$ cat config.mk
export PLATFORM = sky130hd
export DESIGN_NAME = sysexc_regs
export DESIGN_NICKNAME = d
export VERILOG_FILES = /design/src/rtl/sysexc_pkg.sv /design/src/rtl/sysexc_ctrl.sv /design/src/rtl/sysexc_datapath.sv /design/src/rtl/sysexc_regs.sv
export SDC_FILE = /design/constraint.sdc
export NUM_CORES = 1
export LEC_CHECK = 0
export BUFFER_PORTS_ARGS = -buffer_cell sky130_fd_sc_hd__buf_2
export CAP_MARGIN = 20
export CORE_ASPECT_RATIO = 0.6
export CORE_MARGIN = 8
export CORE_UTILIZATION = 48
export CTS_BUF_LIST = sky130_fd_sc_hd__clkbuf_16
export DETAILED_ROUTE_END_ITERATION = 10
export GPL_TIMING_DRIVEN = 0
export HOLD_SLACK_MARGIN = 0.12
export PLACE_DENSITY = 0.8
export SLEW_MARGIN = 5
export SYNTH_ARGS = -nofsm -noshare
export SYNTH_HDL_FRONTEND = slang
export SYNTH_SLANG_ARGS = --single-unit
$ cat constraint.sdc
create_clock -name clk -period 1.1 [get_ports clk]
set_clock_uncertainty 0.15 [all_clocks]
set_input_delay 0.22 -clock clk [delete_from_list [all_inputs] [get_ports clk]]
set_output_delay 0.22 -clock clk [all_outputs]
set_load 0.005 [all_outputs]
$ cat src/rtl/sysexc_pkg.sv
package sysexc_pkg;

  localparam int ADDR_W = 12;
  localparam int DATA_W = 32;
  localparam int VEC_W  = 9;
  localparam int NUM_EXC = 3;

  localparam logic [ADDR_W-1:0] OFS_STATE = 12'hD04;
  localparam logic [ADDR_W-1:0] OFS_BASE  = 12'hD08;
  localparam logic [ADDR_W-1:0] OFS_RESET = 12'hD0C;

  localparam logic [15:0] KEY_WRITE = 16'h05FA;
  localparam logic [15:0] KEY_READ  = 16'hFA05;

  // exception slots: 0 = NMI, 1 = deferred service call, 2 = periodic timer
  localparam int EXC_VEC   [NUM_EXC] = '{2, 14, 15};
  localparam int SET_BIT   [NUM_EXC] = '{31, 28, 26};
  localparam int CLR_BIT   [NUM_EXC] = '{-1, 27, 25};

  localparam int RTB_BIT   = 11;
  localparam int PVEC_LSB  = 12;
  localparam int EXTP_BIT  = 22;
  localparam int BASE_ALIGN = 7;

  typedef enum logic [1:0] {
    RD_NONE  = 2'd0,
    RD_STATE = 2'd1,
    RD_BASE  = 2'd2,
    RD_RESET = 2'd3
  } rdSel_e;

  typedef struct packed {
    logic [NUM_EXC-1:0] pendSet;
    logic [NUM_EXC-1:0] pendClr;
    logic               wrBase;
    logic               rstReq;
    logic               rdLoad;
    rdSel_e             rdSel;
  } strobe_t;

endpackage

$ cat src/rtl/sysexc_ctrl.sv
module sysexc_ctrl
  import sysexc_pkg::*;
(
  input  logic              wrEn,
  input  logic              rdEn,
  input  logic [ADDR_W-1:0] addr,
  input  logic [DATA_W-1:0] wrData,
  output strobe_t           stb
);

  logic hitState;
  logic hitBase;
  logic hitReset;
  logic keyOk;
  logic unusedWrBits;

  assign hitState = (addr == OFS_STATE);
  assign hitBase  = (addr == OFS_BASE);
  assign hitReset = (addr == OFS_RESET);
  assign keyOk    = (wrData[DATA_W-1:16] == KEY_WRITE);
  assign unusedWrBits = ^wrData;

  for (genvar i = 0; i < NUM_EXC; i++) begin : g_exc
    assign stb.pendSet[i] = wrEn && hitState && wrData[SET_BIT[i]];
    if (CLR_BIT[i] >= 0) begin : g_clr
      assign stb.pendClr[i] = wrEn && hitState && wrData[CLR_BIT[i]];
    end else begin : g_noclr
      assign stb.pendClr[i] = 1'b0;
    end
  end

  assign stb.wrBase = wrEn && hitBase;
  assign stb.rstReq = wrEn && hitReset && keyOk && (wrData[0] || wrData[2]);
  assign stb.rdLoad = rdEn;

  always_comb begin
    if (hitState)      stb.rdSel = RD_STATE;
    else if (hitBase)  stb.rdSel = RD_BASE;
    else if (hitReset) stb.rdSel = RD_RESET;
    else               stb.rdSel = RD_NONE;
  end

endmodule

$ cat src/rtl/sysexc_datapath.sv
module sysexc_datapath
  import sysexc_pkg::*;
#(
  parameter int VW = VEC_W
) (
  input  logic              clk,
  input  logic              rstN,
  input  strobe_t           stb,
  input  logic [DATA_W-1:0] wrData,
  input  logic [VW-1:0]     activeVec,
  input  logic              nestedActive,
  input  logic [VW-1:0]     pendVec,
  input  logic              extPendAny,
  input  logic              ackValid,
  input  logic [VW-1:0]     ackVec,
  output logic [NUM_EXC-1:0] pendQ,
  output logic              sysResetReq,
  output logic [DATA_W-1:0] rdData
);

  logic [DATA_W-1:0] baseQ;
  logic [DATA_W-1:0] stateWord;
  logic [DATA_W-1:0] rdNext;
  logic [NUM_EXC-1:0] ackHit;
  logic unusedLowBits;

  assign unusedLowBits = ^wrData[BASE_ALIGN-1:0];

  for (genvar i = 0; i < NUM_EXC; i++) begin : g_pend
    assign ackHit[i] = ackValid && (ackVec == VW'(EXC_VEC[i]));
    always_ff @(posedge clk or negedge rstN) begin
      if (!rstN)                            pendQ[i] <= 1'b0;
      else if (stb.pendSet[i])              pendQ[i] <= 1'b1;
      else if (stb.pendClr[i] || ackHit[i]) pendQ[i] <= 1'b0;
    end
  end

  always_ff @(posedge clk or negedge rstN) begin
    if (!rstN)           baseQ <= '0;
    else if (stb.wrBase) baseQ <= {wrData[DATA_W-1:BASE_ALIGN], {BASE_ALIGN{1'b0}}};
  end

  always_ff @(posedge clk or negedge rstN) begin
    if (!rstN) sysResetReq <= 1'b0;
    else       sysResetReq <= stb.rstReq;
  end

  always_comb begin
    stateWord = '0;
    stateWord[VW-1:0] = activeVec;
    stateWord[RTB_BIT] = (activeVec == '0) || !nestedActive;
    stateWord[PVEC_LSB +: VW] = pendVec;
    stateWord[EXTP_BIT] = extPendAny;
    for (int i = 0; i < NUM_EXC; i++) begin
      stateWord[SET_BIT[i]] = pendQ[i];
    end
  end

  always_comb begin
    case (stb.rdSel)
      RD_STATE: rdNext = stateWord;
      RD_BASE:  rdNext = baseQ;
      RD_RESET: rdNext = {KEY_READ, 16'h0000};
      default:  rdNext = '0;
    endcase
  end

  always_ff @(posedge clk or negedge rstN) begin
    if (!rstN)           rdData <= '0;
    else if (stb.rdLoad) rdData <= rdNext;
  end

  // a set request always lands
  a_r2_nmi_set: assert property (@(posedge clk) disable iff (!rstN)
    stb.pendSet[0] |=> pendQ[0]);

  // without set or acknowledge the NMI pending bit holds
  a_r2_nmi_hold: assert property (@(posedge clk) disable iff (!rstN)
    (pendQ[0] && !ackHit[0]) |=> pendQ[0]);

  // set wins over clear for the deferred service call
  a_r3_set_wins: assert property (@(posedge clk) disable iff (!rstN)
    (stb.pendSet[1] && stb.pendClr[1]) |=> pendQ[1]);

  // set wins over clear for the periodic timer
  a_r4_set_wins: assert property (@(posedge clk) disable iff (!rstN)
    (stb.pendSet[2] && stb.pendClr[2]) |=> pendQ[2]);

  // acknowledge without a concurrent set drops the timer bit
  a_r7_ack_clears: assert property (@(posedge clk) disable iff (!rstN)
    (ackHit[2] && !stb.pendSet[2]) |=> !pendQ[2]);

  // stored base is always aligned after a write
  a_r8_base_aligned: assert property (@(posedge clk) disable iff (!rstN)
    stb.wrBase |=> (baseQ[BASE_ALIGN-1:0] == '0));

  // read data holds when no read is requested
  a_r11_rd_hold: assert property (@(posedge clk) disable iff (!rstN)
    !stb.rdLoad |=> $stable(rdData));

endmodule

$ cat src/rtl/sysexc_regs.sv
module sysexc_regs
  import sysexc_pkg::*;
(
  input  logic              clk,
  input  logic              rstN,
  input  logic              wrEn,
  input  logic              rdEn,
  input  logic [ADDR_W-1:0] addr,
  input  logic [DATA_W-1:0] wrData,
  output logic [DATA_W-1:0] rdData,
  input  logic [VEC_W-1:0]  activeVec,
  input  logic              nestedActive,
  input  logic [VEC_W-1:0]  pendVec,
  input  logic              extPendAny,
  input  logic              ackValid,
  input  logic [VEC_W-1:0]  ackVec,
  output logic              nmiPend,
  output logic              pendSvPend,
  output logic              sysTickPend,
  output logic              sysResetReq
);

  strobe_t stb;
  logic [NUM_EXC-1:0] pendQ;

  sysexc_ctrl u_ctrl (
    .wrEn   (wrEn),
    .rdEn   (rdEn),
    .addr   (addr),
    .wrData (wrData),
    .stb    (stb)
  );

  sysexc_datapath #(.VW(VEC_W)) u_dp (
    .clk          (clk),
    .rstN         (rstN),
    .stb          (stb),
    .wrData       (wrData),
    .activeVec    (activeVec),
    .nestedActive (nestedActive),
    .pendVec      (pendVec),
    .extPendAny   (extPendAny),
    .ackValid     (ackValid),
    .ackVec       (ackVec),
    .pendQ        (pendQ),
    .sysResetReq  (sysResetReq),
    .rdData       (rdData)
  );

  assign nmiPend     = pendQ[0];
  assign pendSvPend  = pendQ[1];
  assign sysTickPend = pendQ[2];

  // a reset request only follows a keyed write with a reset bit
  a_r9_keyed_only: assert property (@(posedge clk) disable iff (!rstN)
    sysResetReq |-> $past(wrEn && addr == OFS_RESET &&
                          wrData[31:16] == KEY_WRITE && (wrData[0] || wrData[2])));

  // a keyed reset write always yields the request
  a_r9_keyed_fires: assert property (@(posedge clk) disable iff (!rstN)
    (wrEn && addr == OFS_RESET && wrData[31:16] == KEY_WRITE && wrData[0])
      |=> sysResetReq);

endmodule

==> flow_metrics.tcl, run 1 <==
set metrics [dict create \
    worstSkewPairLatency_ns 0.32 \
    drcViolationCount 0 \
    dieHeight_um 74.7 \
    die_area_um2 8490 \
    grt_pass1_vias 2767 \
    fin_ws_ns -0.672 \
    place_congestion 0.801 \
    pwr-share-comb_pct 8.1 \
    yosys_warnings 0 \
    ff2ff_setup_slack_ns -0.20 \
    drive_gt1_share_pct 50.0 \
    n_antenna_cell 0 \
    hold_viol_final 62 \
    critPathLaunchType "primary input" \
    crit_arrival_ns 1.83 \
    crit_family "simple AND/OR/NAND/NOR gates" \
    ant_nets 0 \
    grtUsageTotal_pct 20.8 \
    yosysMostFrequentCell "dfrtp_1" \
    yosysTopAreaCell "dfrtp_1" \
    critPathRequiredTime_ns 1.15 \
    drt-total-wl_um 8920 \
    yosys.area_share.adder_pct 0 \
    htreeDepth 3 \
    synth-compound-area-share_pct 15.9 \
    fin_util_pct 79.0 \
    post_drt_wl_per_cell_um 18.8 \
    ys_async_sr_fraction_pct 100 \
    ir_worst_vdd_v 0.000716 \
    critPathSlowestCell "or4_4" \
    rsz0062_at_grt "true" \
    synth_edf_count 0 \
    synthCells 213 \
    synthesis.area_um2 2750 \
    path_max_fanout 10 \
    cts.path.max_buffers 2 \
    synthFlopType "dfrtp_1" \
    worst-setup-path-type "primary input to register" \
    vias 2495 \
    leakagePower_nw 2.36 \
    core_um2 5540 \
    power_frac_clock_pct 49.7 \
    highest_layer "met4" \
    setup_violations 97 \
    drt-vias-per-instance 5.26 \
    grt_first_pass_wirelength_um 13600 \
    whs_ns -0.179 \
    yosys-top-cells-count "dfrtp_1 (61), mux2_4 (20), a22o_1 (16)" \
    outcome "finished with violations" \
    p_per_area_nw_per_um2 1220 \
    slew_viol_final 0 \
    synth_seq_cells 61 \
    crit_path_max_incr_delay_ns 0.56 \
    net-switching-power_w 0.00116 \
    grt_max_degree 62 \
    synth_top_area_share_pct 55.5 \
    rows 21 \
    cts.clk_slew.worst_paths_ns 0.05 \
    wl_met3_um 632 \
    cp-end-kind "register" \
    p_seq_share_pct 42.2 \
    numCtsBuffers 9 \
    swShare_pct 21.6 \
    cts_root_buffer "clkbuf_16" \
    antenna_found_initial 0 \
    syn_avg_cell_area_um2 12.9 \
    worst_slew_pin_slew_ns 0.762 \
    cts_sinks 61 \
    hp-class "primary input to async pin" \
    synthesis.nets 291 \
    violations "hold timing, setup timing" \
    place_hpwl_um 5780 \
    period_minus_slack_ns 1.77 \
    path_cells "buf_6 -> or4_4 -> nor3_4 -> nand3_4 -> buf_8 -> mux2_4" \
    relSlewSlack_pct 49.2 \
    drt-met1-wl_um 4080 \
    cts_tree "done" \
    fmax_mhz 564 \
    synth.area.top_cells "dfrtp_1 (55%), mux2_4 (11%), a22o_1 (5.1%), nor2b_1 (2.7%), o21ai_0 (2.5%)" \
    layout.nets 468 \
    grt_overflow 0 \
    port_buffers 107 \
    route.met2.wl_um 4140 \
    dr.pass1.iters 4 \
    synthSimpleGateAreaFrac_pct 12.5 \
    fin_setup_tns_ns -38.68 \
    area_growth_pct 59.0 \
    dieWidth_um 114 \
    post_synth_xor_area_fraction_pct 0 \
    postCtsHoldBufs 34 \
    maxCapViolations 0 \
    first_iter_violations 114 \
    internal_power_w 0.00419 \
    start_util_pct 49.7 \
    ys_seq_area_share_pct 55.5 \
    yosysUniqueCellTypes 39 \
    cp_num_buf_inv 2 \
    synth_mux_area_share_pct 13.0 \
    post-route-period-util_pct 161 \
    synth_top_family_by_area "compound AO/OA/AOI/OAI gates" \
    num_io_pins 114 \
]
## flip-flops by register name (all words and copies together) (netlist names)
register and flops:
u_dp.sysResetReq 1, u_dp.pendQ 3, u_dp.rdData 32, u_dp.baseQ 25
## cells by family (layout without fill, tap and decap cells)
family          Yosys count  in the layout
buf+inv                  19            200
compound gates           60             60
simple gates             48             48
flops                    61             61
mux                      25             25
## cell usage in the layout, fill, tap and decap left out, drive strengths merged, types with 5 or more instances in the layout
cell type	instances
dlygate4sd3	34
mux2	25
a22o	16
nor2b	12
o21ai	14
clkbuf	17
and3	6
buf	136
a31oi	8
clkinv	5
inv	6
a211o	5
nand2	7
dfrtp	61
## path summary, 6_finish.rpt
path,depth (start not counted),to,startpoint
min in group clk,3,u_dp.pendQ[0],ackVec[2]
max in group asynchronous,1,u_dp.rdData[1],rstN
worst min-delay path,1,u_dp.rdData[14],rstN
worst max-delay path,6,u_dp.baseQ[22],addr[7]
worst max register to register,3,u_dp.rdData[11],u_dp.baseQ[11]
worst min register to register,1,u_dp.rdData[27],u_dp.rdData[27]
## layer usage
metal  global-route usage, %  vias up
met2                    32.7       99
met1                    26.4     1235
met3                    7.45        7
li1                        -     1154
met4                    6.89        0
met5                       0        -
## power groups by stage
stage / clock [W] / combinational [W] / sequential [W]
3_3_place_gp: 0 / 0.000305 / 0.00229
3_5_place_dp: 0 / 0.000313 / 0.00229
4_1_cts: 0.00268 / 0.000417 / 0.00225
2_1_floorplan: 0 / 0.0000892 / 0.00229
5_1_grt: 0.00278 / 0.000470 / 0.00225
6_report: 0.00265 / 0.000432 / 0.00225
## worst reg2reg max path: cells and delay by family (launching register included)
family | cells | cell delay [ns]
AOI/OAI and AO/OA | 3 | 0.65
DFF | 1 | 0.39
## final cells by class
type | instances | area (µm²)
Buffer | 12 | 103
Clock buffer | 9 | 225
Clock inverter | 6 | 55.1
Fill cell | 362 | 1170
Inverter | 7 | 26.3
Multi-Input combinational cell | 133 | 1230
Sequential cell | 61 | 1530
Tap cell | 80 | 100
Timing Repair Buffer | 166 | 1110
## metrics by stage
stage	instance area, µm²	power [W]	hold WS [ns]	std cells	setup WS [ns]
2_1_floorplan	2780	0.00238	-0.226	213	-0.915
3_3_place_gp	3410	0.00260	0.299	400	-1.23
3_5_place_dp	3420	0.00261	0.192	400	-1.24
4_1_cts	4270	0.00535	-0.146	468	-0.672
5_1_grt	4380	0.00551	-0.121	474	-0.708
6_report	4380	0.00534	-0.179	474	-0.672
## what timing repair did
| item | CTS | global route |
|---|---|---|
| endpoints found under the setup margin | 97 | 97 |
| hold endpoints to repair | 107 | 70 |
| buffers inserted | 19 | 6 |
| gates resized for setup | 20 | 14 |
| pin swaps | 6 | 10 |
Power figures use the tool's default switching activity.
==> run 2: changes to the inputs <==
ABC_AREA = 1   (was default)
CORE_UTILIZATION = 50   (was 48)
PLACE_DENSITY = 0.81   (was 0.8)
==> run 2 against run 1 <==
- the flow still finishes with violations (hold timing, setup timing)
- maximum frequency increased by 36%
- worst hold slack improved by 0.0033 ns
- power decreased by 0.87%
- area after synthesis increased by 13%
==> flow_metrics.tcl, run 2 <==
set metrics [dict create \
    n_antenna_cell 0 \
    hp-class "primary input to async pin" \
    dieHeight_um 77.1 \
    place_worst_setup_slack_ns -0.510 \
    p_per_area_nw_per_um2 993 \
    outcome "finished with violations" \
    fmax_mhz 768 \
    rsz0062_at_grt "true" \
    drcViolationCount 0 \
    whs_ns -0.176 \
    dpl.cell_count 574 \
    crit_arrival_ns 1.42 \
    cts.path.max_buffers 2 \
    synth_seq_cells 61 \
    vias 3771 \
    grt_first_pass_wirelength_um 18500 \
    largest_reg_flops 32 \
    cts_sinks 61 \
    fin_util_pct 88.0 \
    port_buffers 107 \
    fin_cells 691 \
    worst-setup-path-type "primary input to register" \
    die_area_um2 9080 \
    critPathLaunchType "primary input" \
    yosys_warnings 0 \
    worstSkewPairLatency_ns 0.33 \
    grt_overflow 0 \
    ant_nets 0 \
    drive_gt1_share_pct 45.8 \
    yosysTopAreaCell "dfrtp_1" \
    synthesis.area_um2 3110 \
    core_um2 6060 \
    ir_worst_vdd_v 0.000774 \
    place_congestion 0.913 \
    maxCapViolations 0 \
    synthCells 383 \
    hold_viol_final 63 \
    synthFlopType "dfrtp_1" \
    slew_viol_final 0 \
    post_drt_wl_per_cell_um 19.5 \
    dr.pass1.iters 8 \
    synth_edf_count 0 \
    path_max_fanout 10 \
    area_growth_pct 71.4 \
    yosysUniqueCellTypes 26 \
    yosysMostFrequentCell "nand2_1" \
    start_util_pct 51.3 \
    htreeDepth 3 \
    layout.nets 681 \
    grt_max_degree 62 \
    worst_slew_pin_slew_ns 0.776 \
    cp-end-kind "register" \
    reg_top3 "u_dp.rdData x32, u_dp.baseQ x25, u_dp.pendQ x3" \
    critPathRequiredTime_ns 1.22 \
    syn_avg_cell_area_um2 8.12 \
    fin_ws_ns -0.203 \
    place_hpwl_um 6700 \
    rows 22 \
    cts_root_buffer "clkbuf_16" \
    numCtsBuffers 9 \
    antenna_found_initial 0 \
    drt-vias-per-instance 5.46 \
    grtUsageTotal_pct 25.1 \
    ys_async_sr_fraction_pct 100 \
    yosys-top-cells-count "nand2_1 (149), dfrtp_1 (61), inv_1 (46)" \
    violations "hold timing, setup timing" \
    layout_common_cells "nand2_1 (109), buf_2 (102), dfrtp_1 (61)" \
    drt-total-wl_um 13500 \
    fin_setup_tns_ns -10.07 \
    num_io_pins 114 \
    setup_violations 92 \
    synthesis.nets 461 \
    post-route-period-util_pct 118 \
    dieWidth_um 118 \
    period_minus_slack_ns 1.30 \
    synth.area.top_cells "dfrtp_1 (49%), nand2_1 (18%), o21ai_2 (7.0%), inv_1 (5.6%), nand3_1 (4.8%)" \
    ys_seq_area_share_pct 49.1 \
    synth_top_area_share_pct 49.1 \
    leakagePower_nw 2.97 \
    first_iter_violations 325 \
    layout_commonest_cell "nand2_1" \
    cts_tree "done" \
    relSlewSlack_pct 48.3 \
    regMostFlops "u_dp.rdData" \
    cts.clk_slew.worst_paths_ns 0.06 \
    grt_pass1_vias 3677 \
]
run 2: report_power, final:
| part | leakage, nW | switching (W) | internal (W) |
|---|---|---|---|
| logic | 1.98 | 0.000320 | 0.000287 |
| registers | 0.852 | 0.00000520 | 0.00225 |
| clock network | 0.130 | 0.000967 | 0.00146 |
| total | 2.97 | 0.00129 | 0.00400 |
run 2: stage by stage:
step           instance area (µm²)  total power [W]
2_1_floorplan                 3180          0.00244
3_3_place_gp                  3820          0.00266
3_5_place_dp                  3820          0.00268
4_1_cts                       5050          0.00521
5_1_grt                       5330          0.00543
6_report                      5330          0.00529
run 2: routing by layer:
| layer | up-vias | share of wire, % | GRT usage (%) |
|---|---|---|---|
| met1 | 1763 | 38 | 29.9 |
| met2 | 300 | 48 | 41.9 |
| li1 | 1640 | - | - |
| met4 | 0 | 4.6 | 11.1 |
| met5 | - | 0 | 0 |
| met3 | 68 | 9.6 | 6.94 |
run 2: final cells by class:
| class | count | area, µm² |
|---|---|---|
| Sequential cell | 61 | 1530 |
| Timing Repair Buffer | 213 | 1610 |
| Inverter | 48 | 189 |
| Tap cell | 84 | 105 |
| Clock inverter | 6 | 23.8 |
| Clock buffer | 9 | 225 |
| Multi-Input combinational cell | 259 | 1550 |
| Fill cell | 264 | 726 |
| Buffer | 11 | 101 |
run 2: path summary, 6_finish.rpt:
path,cells past startpoint,end,startpoint,slack (ns)
worst max register to register,6,u_dp.rdData[28],u_dp.pendQ[1],-0.09
max in group asynchronous,1,u_dp.baseQ[30],rstN,0.47
worst min register to register,2,u_dp.rdData[26],u_dp.rdData[26],0.33
min in group clk,3,u_dp.pendQ[1],wrData[28],-0.01
worst max-delay path,5,u_dp.rdData[16],rdEn,-0.20
worst min-delay path,1,u_dp.rdData[6],rstN,-0.18
run 2: cells by family (layout without fill, tap and decap cells):
family | after synthesis | in the layout | synth area share, %
simple gates | 215 | 215 | 30.8
flops | 61 | 61 | 49.1
buf+inv | 63 | 287 | 9.82
compound gates | 44 | 44 | 10.3
run 2: worst max-delay path, stage by stage:
cell and delay [ns]:
buf_2 0.13, buf_2 0.27, buf_1 0.50, nand2_1 0.19
nand2_2 0.11
run 2: timing repair:
item	in CTS	in global routing
gates cloned	5	0
pin swaps	18	28
setup buffers	34	21
gates resized for setup	48	51
hold buffers	46	5
endpoints found under the hold margin	114	68
endpoints found under the setup margin	89	96
==> run 3: changes to the inputs <==
CORE_UTILIZATION = 52   (was 50)
PLACE_DENSITY = 0.83   (was 0.81)
clock period = 1.6 ns   (was 1.1 ns; I/O delays follow)
==> run 3 against run 2 <==
- the flow now finishes without violations
- design area decreased by 19%
- via count is 18% lower
- wire length down 32%
- sequential share of layout area grew 6.6 points
- critical path depth grew 1
- sequential power decreased by 31%
- non-clock buffer count shrank 73
- worst setup slack better by 0.26 ns
- worst hold slack better by 0.30 ns
- die area is 3.2% lower
- first-iteration DRC count is 41% lower
==> flow_metrics.tcl, run 3 (same netlist as run 2, synthesis figures left out) <==
set metrics [dict create \
    critPathRequiredTime_ns 1.71 \
    use_met3_pct 8.39 \
    place_congestion 0.875 \
    crit_path_max_incr_delay_ns 0.55 \
    crit_arrival_ns 1.65 \
    regMostFlops "u_dp.rdData" \
    dieHeight_um 75.9 \
    cts-resized-gates 0 \
    htreeDepth 3 \
    relSlewSlack_pct 58.1 \
    num_io_pins 114 \
    path_cells "dlygate4sd3_1 -> buf_2 -> inv_1 -> nor4_1 -> nand3_1 -> nor2_1" \
    vias 3100 \
    dr.pass1.iters 5 \
    leakagePower_nw 2.49 \
    cts_root_buffer "clkbuf_16" \
    period_minus_slack_ns 1.54 \
    worstSkewPairLatency_ns 0.33 \
    slew_viol_final 0 \
    fin_ws_ns 0.0583 \
    whs_ns 0.127 \
    cts.clk_slew.worst_paths_ns 0.05 \
    post-route-period-util_pct 96.4 \
    grtUsageTotal_pct 22.4 \
    grt_max_degree 35 \
    place_worst_setup_slack_ns -0.0718 \
    port_buffers 107 \
    drt-total-wl_um 9100 \
    core_um2 5680 \
    setup_violations 0 \
    cp-end-kind "register" \
    drcViolationCount 0 \
    critPathLaunchType "primary input" \
    ir_worst_vdd_v 0.000541 \
    cts_tree "done" \
    met1_usage_pct 27.3 \
    path_max_fanout 2 \
    layout.nets 608 \
    antenna_found_initial 0 \
    grt_first_pass_wirelength_um 14900 \
    fmax_mhz 649 \
    ant_nets 0 \
    area_growth_pct 39.2 \
    postCtsHoldBufs 28 \
    worst-setup-path-type "primary input to register" \
    worst_slew_pin_slew_ns 0.628 \
    grt_overflow 0 \
    drive_gt1_share_pct 31.8 \
    cts_sinks 61 \
    die_area_um2 8790 \
    first_iter_violations 193 \
    cts_setup_buffers 0 \
    place_area_um2 3760 \
    dieWidth_um 116 \
    use_met2_pct 36.8 \
    largest_reg_flops 32 \
    outcome "finished clean" \
    critPathSlowestCell "dlygate4sd3_1" \
    hold_viol_final 0 \
    reg_top3 "u_dp.rdData x32, u_dp.baseQ x25, u_dp.pendQ x3" \
    hp-class "primary input to register" \
    rsz0062_at_grt "false" \
    layout_commonest_cell "nand2_1" \
    layout_common_cells "nand2_1 (149), buf_2 (108), dfrtp_1 (61)" \
    grt_pass1_vias 3082 \
    post_drt_wl_per_cell_um 14.8 \
    p_per_area_nw_per_um2 851 \
    final_area_um2 4330 \
    numCtsBuffers 9 \
    rows 21 \
    drt-vias-per-instance 5.04 \
    busiest_layer "met2" \
    maxCapViolations 0 \
    place_hpwl_um 6570 \
    n_antenna_cell 0 \
    start_util_pct 54.8 \
    cts.path.max_buffers 2 \
]
[run 3: cell types whose count changed in the layout (fill, tap and decap cells not counted), moves of 9 or more]
cell,previous run,this run
nand2_2,22,1
nand2_4,21,2
buf_4,46,2
dlygate4sd3_1,47,28
nand3_1,21,30
nand2_1,109,149
[run 3: cell type report]
cell class | count | area [µm²]
Tap cell | 80 | 100
Fill cell | 444 | 1350
Inverter | 48 | 180
Multi-Input combinational cell | 259 | 1280
Clock inverter | 7 | 57.6
Timing Repair Buffer | 136 | 836
Buffer | 15 | 125
Sequential cell | 61 | 1530
Clock buffer | 9 | 225
[run 3: critical path: cells and delay by family]
| kind | cells | cell delay, ns |
|---|---|---|
| buffers and inverters | 3 | 0.74 |
| AND/OR/NAND/NOR | 3 | 0.60 |
[run 3: metrics by stage]
stage | power, W | util [%] | std cells | TNS [ns]
3_3_place_gp | 0.00183 | 66.0 | 570 | -4.96
6_report | 0.00369 | 76.3 | 615 | 0
3_5_place_dp | 0.00184 | 66.3 | 571 | -0.267
5_1_grt | 0.00383 | 76.3 | 615 | 0
4_1_cts | 0.00370 | 76.3 | 615 | 0
2_1_floorplan | 0.00168 | - | 383 | 0
[run 3: worst paths after layout]
path / endpoint / cells after the start / start / slack, ns
max: u_dp.sysResetReq / 6 / wrData[26] / 0.06
min: u_dp.rdData[3] / 3 / activeVec[3] / 0.13
max reg2reg: u_dp.rdData[18] / 6 / u_dp.baseQ[18] / 0.60
min reg2reg: u_dp.rdData[28] / 2 / u_dp.rdData[28] / 0.32
max in group asynchronous: u_dp.baseQ[28] / 3 / rstN / 0.31
min in group asynchronous: u_dp.rdData[6] / 2 / rstN / 0.39
[run 3: where the power goes]
group	total (W)	leakage (nW)	internal (W)	switching [W]
combinational	0.000318	1.50	0.000145	0.000173
clock	0.00182	0.139	0.00118	0.000640
sequential	0.00155	0.852	0.00155	0.00000198
total	0.00369	2.49	0.00287	0.000815
[run 3: metal layers]
layer  share of wire, %  vias up
li1                   -     1487
met1                 43     1462
met2                 46      136
met3                 10       15
met4                1.2        0
met5                  0        -
